===== src/rtl/pwmc_pkg.sv =====
package pwmc_pkg;

  localparam int WIN_BITS = 5;

  localparam logic [WIN_BITS-1:0] OFS_CTRL = 5'h00;
  localparam logic [WIN_BITS-1:0] OFS_REP  = 5'h04;
  localparam logic [WIN_BITS-1:0] OFS_PER  = 5'h08;
  localparam logic [WIN_BITS-1:0] OFS_DUTY = 5'h0C;
  localparam logic [WIN_BITS-1:0] OFS_STAT = 5'h10;

  localparam int B_START  = 0;
  localparam int B_SRST   = 1;
  localparam int B_COMMIT = 2;
  localparam int B_IRQEN  = 3;
  localparam int B_ONE    = 4;
  localparam int B_CONT   = 5;
  localparam int B_RISE   = 6;
  localparam int B_FALL   = 7;
  localparam int B_FPHI   = 8;
  localparam int B_IDLEHI = 9;
  localparam int CTRL_W   = 10;

  typedef struct packed {
    logic idleHigh;
    logic firstHigh;
    logic trigFall;
    logic trigRise;
    logic cont;
    logic oneShot;
    logic intEn;
    logic start;
  } chCfg_t;

  typedef struct packed {
    logic commit;
    logic softRst;
  } chStrobe_t;

  function automatic logic [CTRL_W-1:0] cfgWord(chCfg_t c);
    logic [CTRL_W-1:0] w;
    w           = '0;
    w[B_START]  = c.start;
    w[B_IRQEN]  = c.intEn;
    w[B_ONE]    = c.oneShot;
    w[B_CONT]   = c.cont;
    w[B_RISE]   = c.trigRise;
    w[B_FALL]   = c.trigFall;
    w[B_FPHI]   = c.firstHigh;
    w[B_IDLEHI] = c.idleHigh;
    return w;
  endfunction

endpackage


===== src/rtl/pwmc_regs.sv =====
module pwmc_regs
  import pwmc_pkg::*;
#(
  parameter int NUM_CH = 6,
  parameter int CNT_W  = 16,
  parameter int ADDR_W = 8,
  parameter int DATA_W = 32
) (
  input  logic                            clk,
  input  logic                            rstN,
  input  logic                            wrEn,
  input  logic [ADDR_W-1:0]               addr,
  input  logic [DATA_W-1:0]               wdata,
  output logic [DATA_W-1:0]               rdata,
  input  logic [NUM_CH-1:0][1:0]          status,
  output chCfg_t [NUM_CH-1:0]             cfg,
  output chStrobe_t [NUM_CH-1:0]          stb,
  output logic [NUM_CH-1:0][CNT_W-1:0]    shPer,
  output logic [NUM_CH-1:0][CNT_W-1:0]    shDuty,
  output logic [NUM_CH-1:0][CNT_W-1:0]    shRep
);

  localparam int SEL_W = ADDR_W - WIN_BITS;

  logic [SEL_W-1:0]    chSel;
  logic [WIN_BITS-1:0] ofs;
  logic                unusedBits;

  assign chSel      = addr[ADDR_W-1:WIN_BITS];
  assign ofs        = addr[WIN_BITS-1:0];
  assign unusedBits = ^wdata[DATA_W-1:CNT_W];

  for (genvar i = 0; i < NUM_CH; i++) begin : g_ch
    logic              hit;
    chCfg_t            cfgR;
    logic [CNT_W-1:0]  perR, dutyR, repR;

    assign hit = wrEn && (chSel == SEL_W'(i));
    assign stb[i].softRst = hit && (ofs == OFS_CTRL) && wdata[B_SRST];
    assign stb[i].commit  = hit && (ofs == OFS_CTRL) && wdata[B_COMMIT];

    always_ff @(posedge clk or negedge rstN) begin
      if (!rstN) begin
        cfgR  <= '0;
        perR  <= '0;
        dutyR <= '0;
        repR  <= '0;
      end else begin
        if (hit && ofs == OFS_CTRL) begin
          cfgR.start     <= wdata[B_START];
          cfgR.intEn     <= wdata[B_IRQEN];
          cfgR.oneShot   <= wdata[B_ONE];
          cfgR.cont      <= wdata[B_CONT];
          cfgR.trigRise  <= wdata[B_RISE];
          cfgR.trigFall  <= wdata[B_FALL];
          cfgR.firstHigh <= wdata[B_FPHI];
          cfgR.idleHigh  <= wdata[B_IDLEHI];
        end
        if (stb[i].softRst) begin
          perR  <= '0;
          dutyR <= '0;
          repR  <= '0;
        end else if (hit) begin
          case (ofs)
            OFS_REP:  repR  <= wdata[CNT_W-1:0];
            OFS_PER:  perR  <= wdata[CNT_W-1:0];
            OFS_DUTY: dutyR <= wdata[CNT_W-1:0];
            default: ;
          endcase
        end
      end
    end

    assign cfg[i]    = cfgR;
    assign shPer[i]  = perR;
    assign shDuty[i] = dutyR;
    assign shRep[i]  = repR;
  end

  always_comb begin
    rdata = '0;
    for (int i = 0; i < NUM_CH; i++) begin
      if (chSel == SEL_W'(i)) begin
        case (ofs)
          OFS_CTRL: rdata = DATA_W'(cfgWord(cfg[i]));
          OFS_REP:  rdata = DATA_W'(shRep[i]);
          OFS_PER:  rdata = DATA_W'(shPer[i]);
          OFS_DUTY: rdata = DATA_W'(shDuty[i]);
          OFS_STAT: rdata = DATA_W'(status[i]);
          default:  rdata = '0;
        endcase
      end
    end
  end

endmodule


===== src/rtl/pwmc_chan.sv =====
module pwmc_chan
  import pwmc_pkg::*;
#(
  parameter int CNT_W = 16
) (
  input  logic             clk,
  input  logic             rstN,
  input  chCfg_t           cfg,
  input  chStrobe_t        stb,
  input  logic [CNT_W-1:0] shPer,
  input  logic [CNT_W-1:0] shDuty,
  input  logic [CNT_W-1:0] shRep,
  input  logic             evtIn,
  output logic             pwmOut,
  output logic             irq,
  output logic [1:0]       status
);

  logic             oneShotSel, emitting, boundary, trig;
  logic             evtPrev, running, done, pending;
  logic [CNT_W-1:0] cnt, actPer, actDuty, pendPer, pendDuty, repLeft;

  assign oneShotSel = cfg.oneShot && !cfg.cont;
  assign emitting   = cfg.start && (!oneShotSel || running);
  assign boundary   = (actPer == '0) || (cnt == actPer - 1'b1);
  assign trig       = oneShotSel && cfg.start && !running &&
                      ((cfg.trigRise && evtIn && !evtPrev) ||
                       (cfg.trigFall && !evtIn && evtPrev));

  always_ff @(posedge clk or negedge rstN) begin
    if (!rstN) begin
      evtPrev  <= 1'b0;
      running  <= 1'b0;
      done     <= 1'b0;
      pending  <= 1'b0;
      cnt      <= '0;
      actPer   <= '0;
      actDuty  <= '0;
      pendPer  <= '0;
      pendDuty <= '0;
      repLeft  <= '0;
    end else if (stb.softRst) begin
      evtPrev  <= evtIn;
      running  <= 1'b0;
      done     <= 1'b0;
      pending  <= 1'b0;
      cnt      <= '0;
      actPer   <= '0;
      actDuty  <= '0;
      pendPer  <= '0;
      pendDuty <= '0;
      repLeft  <= '0;
    end else begin
      evtPrev <= evtIn;

      if (!emitting || boundary) cnt <= '0;
      else                       cnt <= cnt + 1'b1;

      if (!cfg.start || !oneShotSel) begin
        running <= 1'b0;
      end else if (trig) begin
        running <= 1'b1;
        done    <= 1'b0;
        repLeft <= (shRep == '0) ? '0 : shRep - 1'b1;
      end else if (running && boundary) begin
        if (repLeft == '0) begin
          running <= 1'b0;
          done    <= 1'b1;
        end else begin
          repLeft <= repLeft - 1'b1;
        end
      end

      if (pending && (!emitting || boundary)) begin
        actPer  <= pendPer;
        actDuty <= pendDuty;
        pending <= 1'b0;
      end
      if (stb.commit) begin
        if (!emitting) begin
          actPer  <= shPer;
          actDuty <= shDuty;
          pending <= 1'b0;
        end else begin
          pendPer  <= shPer;
          pendDuty <= shDuty;
          pending  <= 1'b1;
        end
      end
    end
  end

  always_comb begin
    if (emitting && actPer != '0)
      pwmOut = (cnt < actDuty) ? cfg.firstHigh : !cfg.firstHigh;
    else
      pwmOut = cfg.idleHigh;
  end

  assign irq    = done && cfg.intEn;
  assign status = {emitting, done};

endmodule


===== src/rtl/pwmc_top.sv =====
module pwmc_top
  import pwmc_pkg::*;
#(
  parameter int NUM_CH = 6,
  parameter int CNT_W  = 16,
  parameter int ADDR_W = 8,
  parameter int DATA_W = 32
) (
  input  logic              clk,
  input  logic              rstN,
  input  logic              wrEn,
  input  logic [ADDR_W-1:0] addr,
  input  logic [DATA_W-1:0] wdata,
  output logic [DATA_W-1:0] rdata,
  input  logic [NUM_CH-1:0] evtIn,
  output logic [NUM_CH-1:0] pwmOut,
  output logic [NUM_CH-1:0] irq
);

  chCfg_t    [NUM_CH-1:0]            cfgW;
  chStrobe_t [NUM_CH-1:0]            stbW;
  logic      [NUM_CH-1:0][CNT_W-1:0] perW, dutyW, repW;
  logic      [NUM_CH-1:0][1:0]       statW;

  pwmc_regs #(
    .NUM_CH(NUM_CH), .CNT_W(CNT_W), .ADDR_W(ADDR_W), .DATA_W(DATA_W)
  ) uRegs (
    .clk(clk), .rstN(rstN), .wrEn(wrEn), .addr(addr), .wdata(wdata),
    .rdata(rdata), .status(statW), .cfg(cfgW), .stb(stbW),
    .shPer(perW), .shDuty(dutyW), .shRep(repW)
  );

  for (genvar i = 0; i < NUM_CH; i++) begin : g_chan
    pwmc_chan #(.CNT_W(CNT_W)) uChan (
      .clk(clk), .rstN(rstN), .cfg(cfgW[i]), .stb(stbW[i]),
      .shPer(perW[i]), .shDuty(dutyW[i]), .shRep(repW[i]),
      .evtIn(evtIn[i]), .pwmOut(pwmOut[i]), .irq(irq[i]),
      .status(statW[i])
    );
  end

endmodule


===== config.mk =====
export PLATFORM = sky130hd
export DESIGN_NAME = pwmc_top
export DESIGN_NICKNAME = d
export VERILOG_FILES = /design/src/rtl/pwmc_pkg.sv /design/src/rtl/pwmc_regs.sv /design/src/rtl/pwmc_chan.sv /design/src/rtl/pwmc_top.sv
export SDC_FILE = /design/constraint.sdc
export NUM_CORES = 2
export LEC_CHECK = 0
export CAP_MARGIN = 20
export CORE_MARGIN = 3
export CORE_UTILIZATION = 64
export DETAILED_ROUTE_END_ITERATION = 8
export PLACE_DENSITY = 0.86
export SYNTH_ARGS = -nofsm -noshare
export SYNTH_HDL_FRONTEND = slang
export SYNTH_HIERARCHICAL = 1
export SYNTH_SLANG_ARGS = --single-unit

===== constraint.sdc =====
create_clock -name clk -period 3.75 [get_ports clk]
set_input_delay 0.5625 -clock clk [delete_from_list [all_inputs] [get_ports clk]]
set_output_delay 0.5625 -clock clk [all_outputs]
set_load 0.01 [all_outputs]

=== Word-level counts from Yosys, hierarchy flattened ===
Index checks and enable logic that the tools add are counted.
Widths: inputs -> output; s select.

* Add/sub/neg operators: 24
* $mul: 0
* Div/mod/pow operators: 0
* $lt $le $gt $ge: 6
* Equal/unequal tests: 27
* Shift operators: 0
* Mux-type cells: 279
* Bitwise operators: 0
* Reductions and logical operators: 314

{| class="wikitable"
|+ Operators with widths
! kind !! count
|-
| $mux 16 || 171
|-
| $pmux 16 s5 || 6
|-
| $logic_not 16->1 || 18
|-
| $sub 16x1->16 const B || 18
|-
| $mux 32 || 6
|-
| $logic_and 1x1->1 || 102
|-
| $add 16x1->16 const B || 6
|-
| $eq 16x16->1 || 6
|-
| $lt 16x16->1 || 6
|-
| $mux 1 || 96
|-
| $reduce_bool 16->1 || 6
|-
| $reduce_bool 2->1 || 36
|-
| $reduce_and 2->1 || 30
|-
| $reduce_bool 3->1 || 18
|-
| $logic_not 1->1 || 48
|-
| $reduce_bool 4->1 || 12
|-
| $reduce_and 3->1 || 12
|-
| $logic_or 1x1->1 || 30
|-
| $ne 3x1->1 const B || 6
|-
| $ne 2x1->1 const B || 6
|-
| $eq 5x4->1 const B || 2
|-
| $eq 3x2->1 const B || 2
|-
| $eq 3x3->1 const B || 2
|-
| $eq 5x3->1 const B || 1
|-
| 4 further kinds || 4
|}

* Flip-flop bits (word level): 936
* Bits in latches: 0
* RAM bits: 0
* ROM bits: 0
* Output and inout port bits: 44
* Memories: 0

=== Longest topological paths before layout ===
* Depth in word-level cells: 12
* Mapped depth: 15
* Gate-level depth less buffers: 11

=== Cells and area by module ===
Netlist, hierarchy kept.

{| class="wikitable"
|+ By module, submodules not included
! module !! instances !! cells an instance !! area an instance (um^2)
|-
| pwmc_regs || 1 || 1721 || 17013.8
|-
| pwmc_chan at g_chan[1].uChan ... || 2 || 635 || 5997.0
|-
| pwmc_chan at g_chan[3].uChan || 1 || 681 || 6408.6
|-
| pwmc_chan at g_chan[0].uChan || 1 || 620 || 6062.1
|-
| pwmc_chan at g_chan[5].uChan || 1 || 623 || 6045.8
|-
| pwmc_chan at g_chan[4].uChan || 1 || 631 || 6035.8
|}

=== Worst setup path after synthesis ===
No wires, ideal clock.

* Path type: reg-to-output
* Start point: reg g_chan[3].uChan.actPer[0]
* End point: out pwmOut[3]
* Data arrival time: 2.828 ns
* Slack: 0.359 ns
* Stages on the path, launching flop included: 15
* Path buffers: 5
* Cells stage by stage: dfrtp_1 -> clkbuf_1 -> inv_1 -> ha_1 -> buf_2 -> nor4b_4 -> nand2_1 -> or4_1 -> clkbuf_1 -> and2_1 -> clkbuf_1 -> buf_1 -> nand4_1 -> o311a_1 -> nand3_1

* Cells in the longest elaborated chain, start to end: 3

{| class="wikitable"
|+ Ends and longest elaborated chain
! item !! line !! RTL
|-
| from (decl) || pwmc_chan.sv:21 || <nowiki>logic [CNT_W-1:0] cnt, actPer, actDuty, pendPer, pendDuty, repLeft;</nowiki>
|-
| from (signal assigned) || pwmc_chan.sv:75 || <nowiki>actPer <= pendPer;</nowiki>
|-
| from (signal assigned) || pwmc_chan.sv:81 || <nowiki>actPer <= shPer;</nowiki>
|-
| $reduce_bool 16->1 || pwmc_chan.sv:94 || <nowiki>if (emitting && actPer != '0)</nowiki>
|-
| $logic_and 1x1->1 || pwmc_chan.sv:94 ||
|-
| $mux 1 || pwmc_chan.sv:94 ||
|-
| to (decl) || pwmc_top.sv:16 || <nowiki>output logic [NUM_CH-1:0] pwmOut,</nowiki>
|}

No other way between the ends.

=== Final worst setup path ===
* Start point: in addr[0]
* End point: out rdata[9]

* Cells in the longest elaborated chain, start to end: 8

{| class="wikitable"
|+ Ends and longest elaborated chain
! item !! line !! RTL
|-
| from (decl) || pwmc_top.sv:12 || <nowiki>input logic [ADDR_W-1:0] addr,</nowiki>
|-
| $eq 5x5->1 (tied with other cells) || pwmc_regs.sv:84 || <nowiki>case (ofs)</nowiki>
|-
| $pmux 16 s5 || pwmc_regs.sv:84 ||
|-
| $mux 32 (5 in a row) || pwmc_regs.sv:83 || <nowiki>if (chSel == SEL_W'(i)) begin</nowiki>
|-
| $mux 32 * || pwmc_regs.sv:83 ||
|-
| to (decl) || pwmc_top.sv:14 || <nowiki>output logic [DATA_W-1:0] rdata,</nowiki>
|}

Mark *: on every way between the ends. The rest lies on a longest branch, timed or not.

==> impl_metrics.env <==
export IMPL_h_tree_depth=3
export IMPL_mappedNetlistArea_um2=53600
export IMPL_synthSimpleGateAreaFrac_pct=17.6
export IMPL_r2r_slack_ps=160
export IMPL_reg2reg_depth=12
export IMPL_clk_latency_ps=720
export IMPL_fin_crit_ps=3710
export IMPL_grt_pass1_vias=44400
export IMPL_initial_core_util_pct=64.9
export IMPL_synth_ff_type="dfrtp_1"
export IMPL_muxShareOfSynthArea_pct=8.36
export IMPL_dr_pass1_iters=9
export IMPL_synth_top_cell_area_share_pct=43.7
export IMPL_synth_distinct_cells=129
export IMPL_syn_inst=5546
export IMPL_slew_headroom_pct=37.4
export IMPL_synth_area_leaders="dfrtp_1 44%, mux2i_1 5.4%, nor2_1 4.7%"
export IMPL_worst_pin_slew_ps=936
export IMPL_die_h_um=295
export IMPL_critPathMaxFanout=16
export IMPL_ys_warn_count=6
export IMPL_crit_arrival_ps=3140
export IMPL_crit_type="in2out"
export IMPL_drt_initial_drc_count=5832
export IMPL_ant_nets=0
export IMPL_hold_end="g_chan[3].uChan/evtPrev"
export IMPL_cts_num_sinks=936
export IMPL_reg2reg_from="g_chan[3].uChan/actPer[0]"
export IMPL_final_util_pct=72.5
export IMPL_antenna_found_initial=14
export IMPL_p_per_area_nw_per_um2=406
export IMPL_cts_tree="built"
export IMPL_rr_endpoint="g_chan[3].uChan/repLeft[7]"
export IMPL_grt_pass1_wl_mm=255
export IMPL_fillCellCount=5512
export IMPL_coreArea_um2=82500
export IMPL_port_buffers=60
export IMPL_leakagePower_uw=0.0281
export IMPL_ir_drop_mv=0.407
export IMPL_grt_ovfl_total=0
export IMPL_final_cell_mix="929 x dfrtp_1, 658 x nor2_1, 517 x nand2_1, 316 x a21oi_1, 290 x mux2i_1"
export IMPL_cp_start_kind="input pin"
export IMPL_clock_skew_ps=51.8
export IMPL_routed_via_density=6.83
export IMPL_post_dp_hpwl_mm=111
export IMPL_fin_area_um2=59800
export IMPL_die_area_um2=87200
export IMPL_synth_seq_cells=936
export IMPL_fin_nets=5763
export IMPL_syn_to_final_growth_pct=11.6
export IMPL_vias=46100
export IMPL_required_ps=3190
export IMPL_synthArstFlopShare_pct=100
export IMPL_final_hold_viol_count=0
export IMPL_ctsLongestPathBuffers=3
export IMPL_std_cell_rows=105
export IMPL_routed_wl_mm=165
export IMPL_drive_gt1_share_pct=12.7
export IMPL_synth_top_family_by_area="simple AND/OR/NAND/NOR gates"
export IMPL_finalCritPeriodShare_pct=98.8
export IMPL_synth_xor_area_share_pct=4.87
export IMPL_drv_slew=0
export IMPL_outcome="completed"
export IMPL_fin_tns_setup_ps=0
export IMPL_drcViolationCount=0
export IMPL_holdPathStages=1
export IMPL_synth_compound_area_share_pct=17.6
export IMPL_ys_seq_area_share_pct=43.7
export IMPL_grt_max_degree=98
export IMPL_place_area_um2=56000
export IMPL_synth_adder_area_share_pct=2.80
export IMPL_hold_path_class="in2reg"
export IMPL_clkTransAtPathRegs_ps=60
export IMPL_final_common_cell="dfrtp_1"
export IMPL_hold_slack_ps=369
export IMPL_synth_top_area_cell="dfrtp_1"
export IMPL_synth_edff_count=0
export IMPL_postSynthAreaPerCell_um2=9.66
export IMPL_grt_usage_pct=37.3
export IMPL_gp_congestion=0.957
export IMPL_min_from="evtIn[3]"
export IMPL_finalSetupViolations=0
export IMPL_wl_per_cell_um=24.4
export IMPL_die_width_um=295
export IMPL_fmaxAchievable_mhz=270
export IMPL_cts_buffers=97
export IMPL_cp_end_kind="output port"
export IMPL_cts_root_buf="clkbuf_16"
export IMPL_ios=93
export IMPL_max_cap_violations=0
repair_timing:
| action | CTS | global route |
|---|---|---|
| setup endpoints to repair | 22 | 31 |
| buffers inserted | 10 | 3 |
| resized for setup | 66 | 35 |
| cloned | 1 | 0 |
| pin swaps | 10 | 10 |
| hold buffers | 1 | 0 |
| hold endpoints to repair | 56 | 0 |
Yosys cell counts (all sizes together), types with 54 or more instances:
cell	instances
dfrtp	936
nor2	693
nand2	522
a21oi	324
mux2i	290
clkbuf	225
a211oi	212
a22o	204
inv	179
buf	168
xnor2	155
xor2	143
nand3	137
ha	120
nor3	116
o21ai	105
mux2	72
a21o	56
nor4	54
sequential cells by signal, indices dropped and copies added (netlist names):
| signal | count |
|---|---|
| g_chan.uChan/actDuty | 96 |
| g_chan.uChan/actPer | 96 |
| g_chan.uChan/cnt | 96 |
| g_chan.uChan/done | 6 |
| g_chan.uChan/evtPrev | 6 |
| g_chan.uChan/pendDuty | 96 |
| g_chan.uChan/pendPer | 96 |
| g_chan.uChan/pending | 6 |
| g_chan.uChan/repLeft | 96 |
| g_chan.uChan/running | 6 |
| uRegs/cfg | 48 |
| uRegs/g_ch.dutyR | 96 |
| uRegs/g_ch.perR | 96 |
| uRegs/g_ch.repR | 96 |
how the worst max path moves through the flow:
stage,start,endpoint,cells after the start
finish,addr[0],rdata[9],10
global route,g_chan[1].uChan/actPer[9],pwmOut[1],10
CTS,g_chan[5].uChan/cnt[1],pwmOut[5],9
detailed placement,addr[1],rdata[14],10
global placement,addr[1],rdata[14],10
floorplan,g_chan[3].uChan/actPer[0],pwmOut[3],14
report_power, final:
part	total [µW]	leakage (µW)	internal (µW)	switching [µW]
Clock	10000	0.00164	5760	4260
Sequential	10900	0.0128	10400	497
Combinational	3350	0.0137	1360	1990
Total	24300	0.0281	17500	6750
cells by family (layout without fill, tap and decap cells):
logic type / after synthesis / count (layout)
AOI/OAI and AO/OA: 1285 / 1285
xor gates and xnor gates: 298 / 298
adders and majority gates: 120 / 120
buffers and inverters: 573 / 683
DFF: 936 / 936
muxes: 396 / 396
other: 1 / 21
and+or+nand+nor: 1937 / 1937
per-stage QoR:
stage,power (µW),std cells,setup WS [ps]
3_5_place_dp,14200,6550,-286
3_3_place_gp,14100,6550,-305
2_1_floorplan,13000,5561,359
6_report,24300,6746,43.7
5_1_grt,25100,6742,-31.7
4_1_cts,24200,6738,2.23
per-layer routing:
metal / up-vias / GRT usage, % / part of all wire, %
li1: 20100 / - / -
met5: - / 0 / 0.046
met2: 2745 / 57.2 / 45
met1: 22600 / 50.1 / 39
met3: 597 / 9.72 / 11
met4: 12 / 17.0 / 5.1
cell type report:
| class | instances | area [µm²] | share of cell area (%) |
|---|---|---|---|
| Inverter | 180 | 676 | 1.13 |
| Tap cell | 1070 | 1340 | 2.24 |
| Sequential cell | 936 | 23400 | 39.2 |
| Clock buffer | 138 | 2770 | 4.63 |
| Timing Repair Buffer | 327 | 3120 | 5.21 |
| Multi-Input combinational cell | 4052 | 27900 | 46.6 |
| Antenna cell | 5 | 12.5 | 0.0209 |
| Clock inverter | 38 | 581 | 0.971 |
critical path, cell delays in order:
cell and delay [ps]:
clkdlybuf4s50_1 460, or3_4 450, buf_4 170, nor2_4 140, buf_12 160, a21oi_1 80
a21o_1 200, a31oi_1 200, buf_4 170, clkdlybuf4s50_1 540
(Power assumes the default switching activity.)
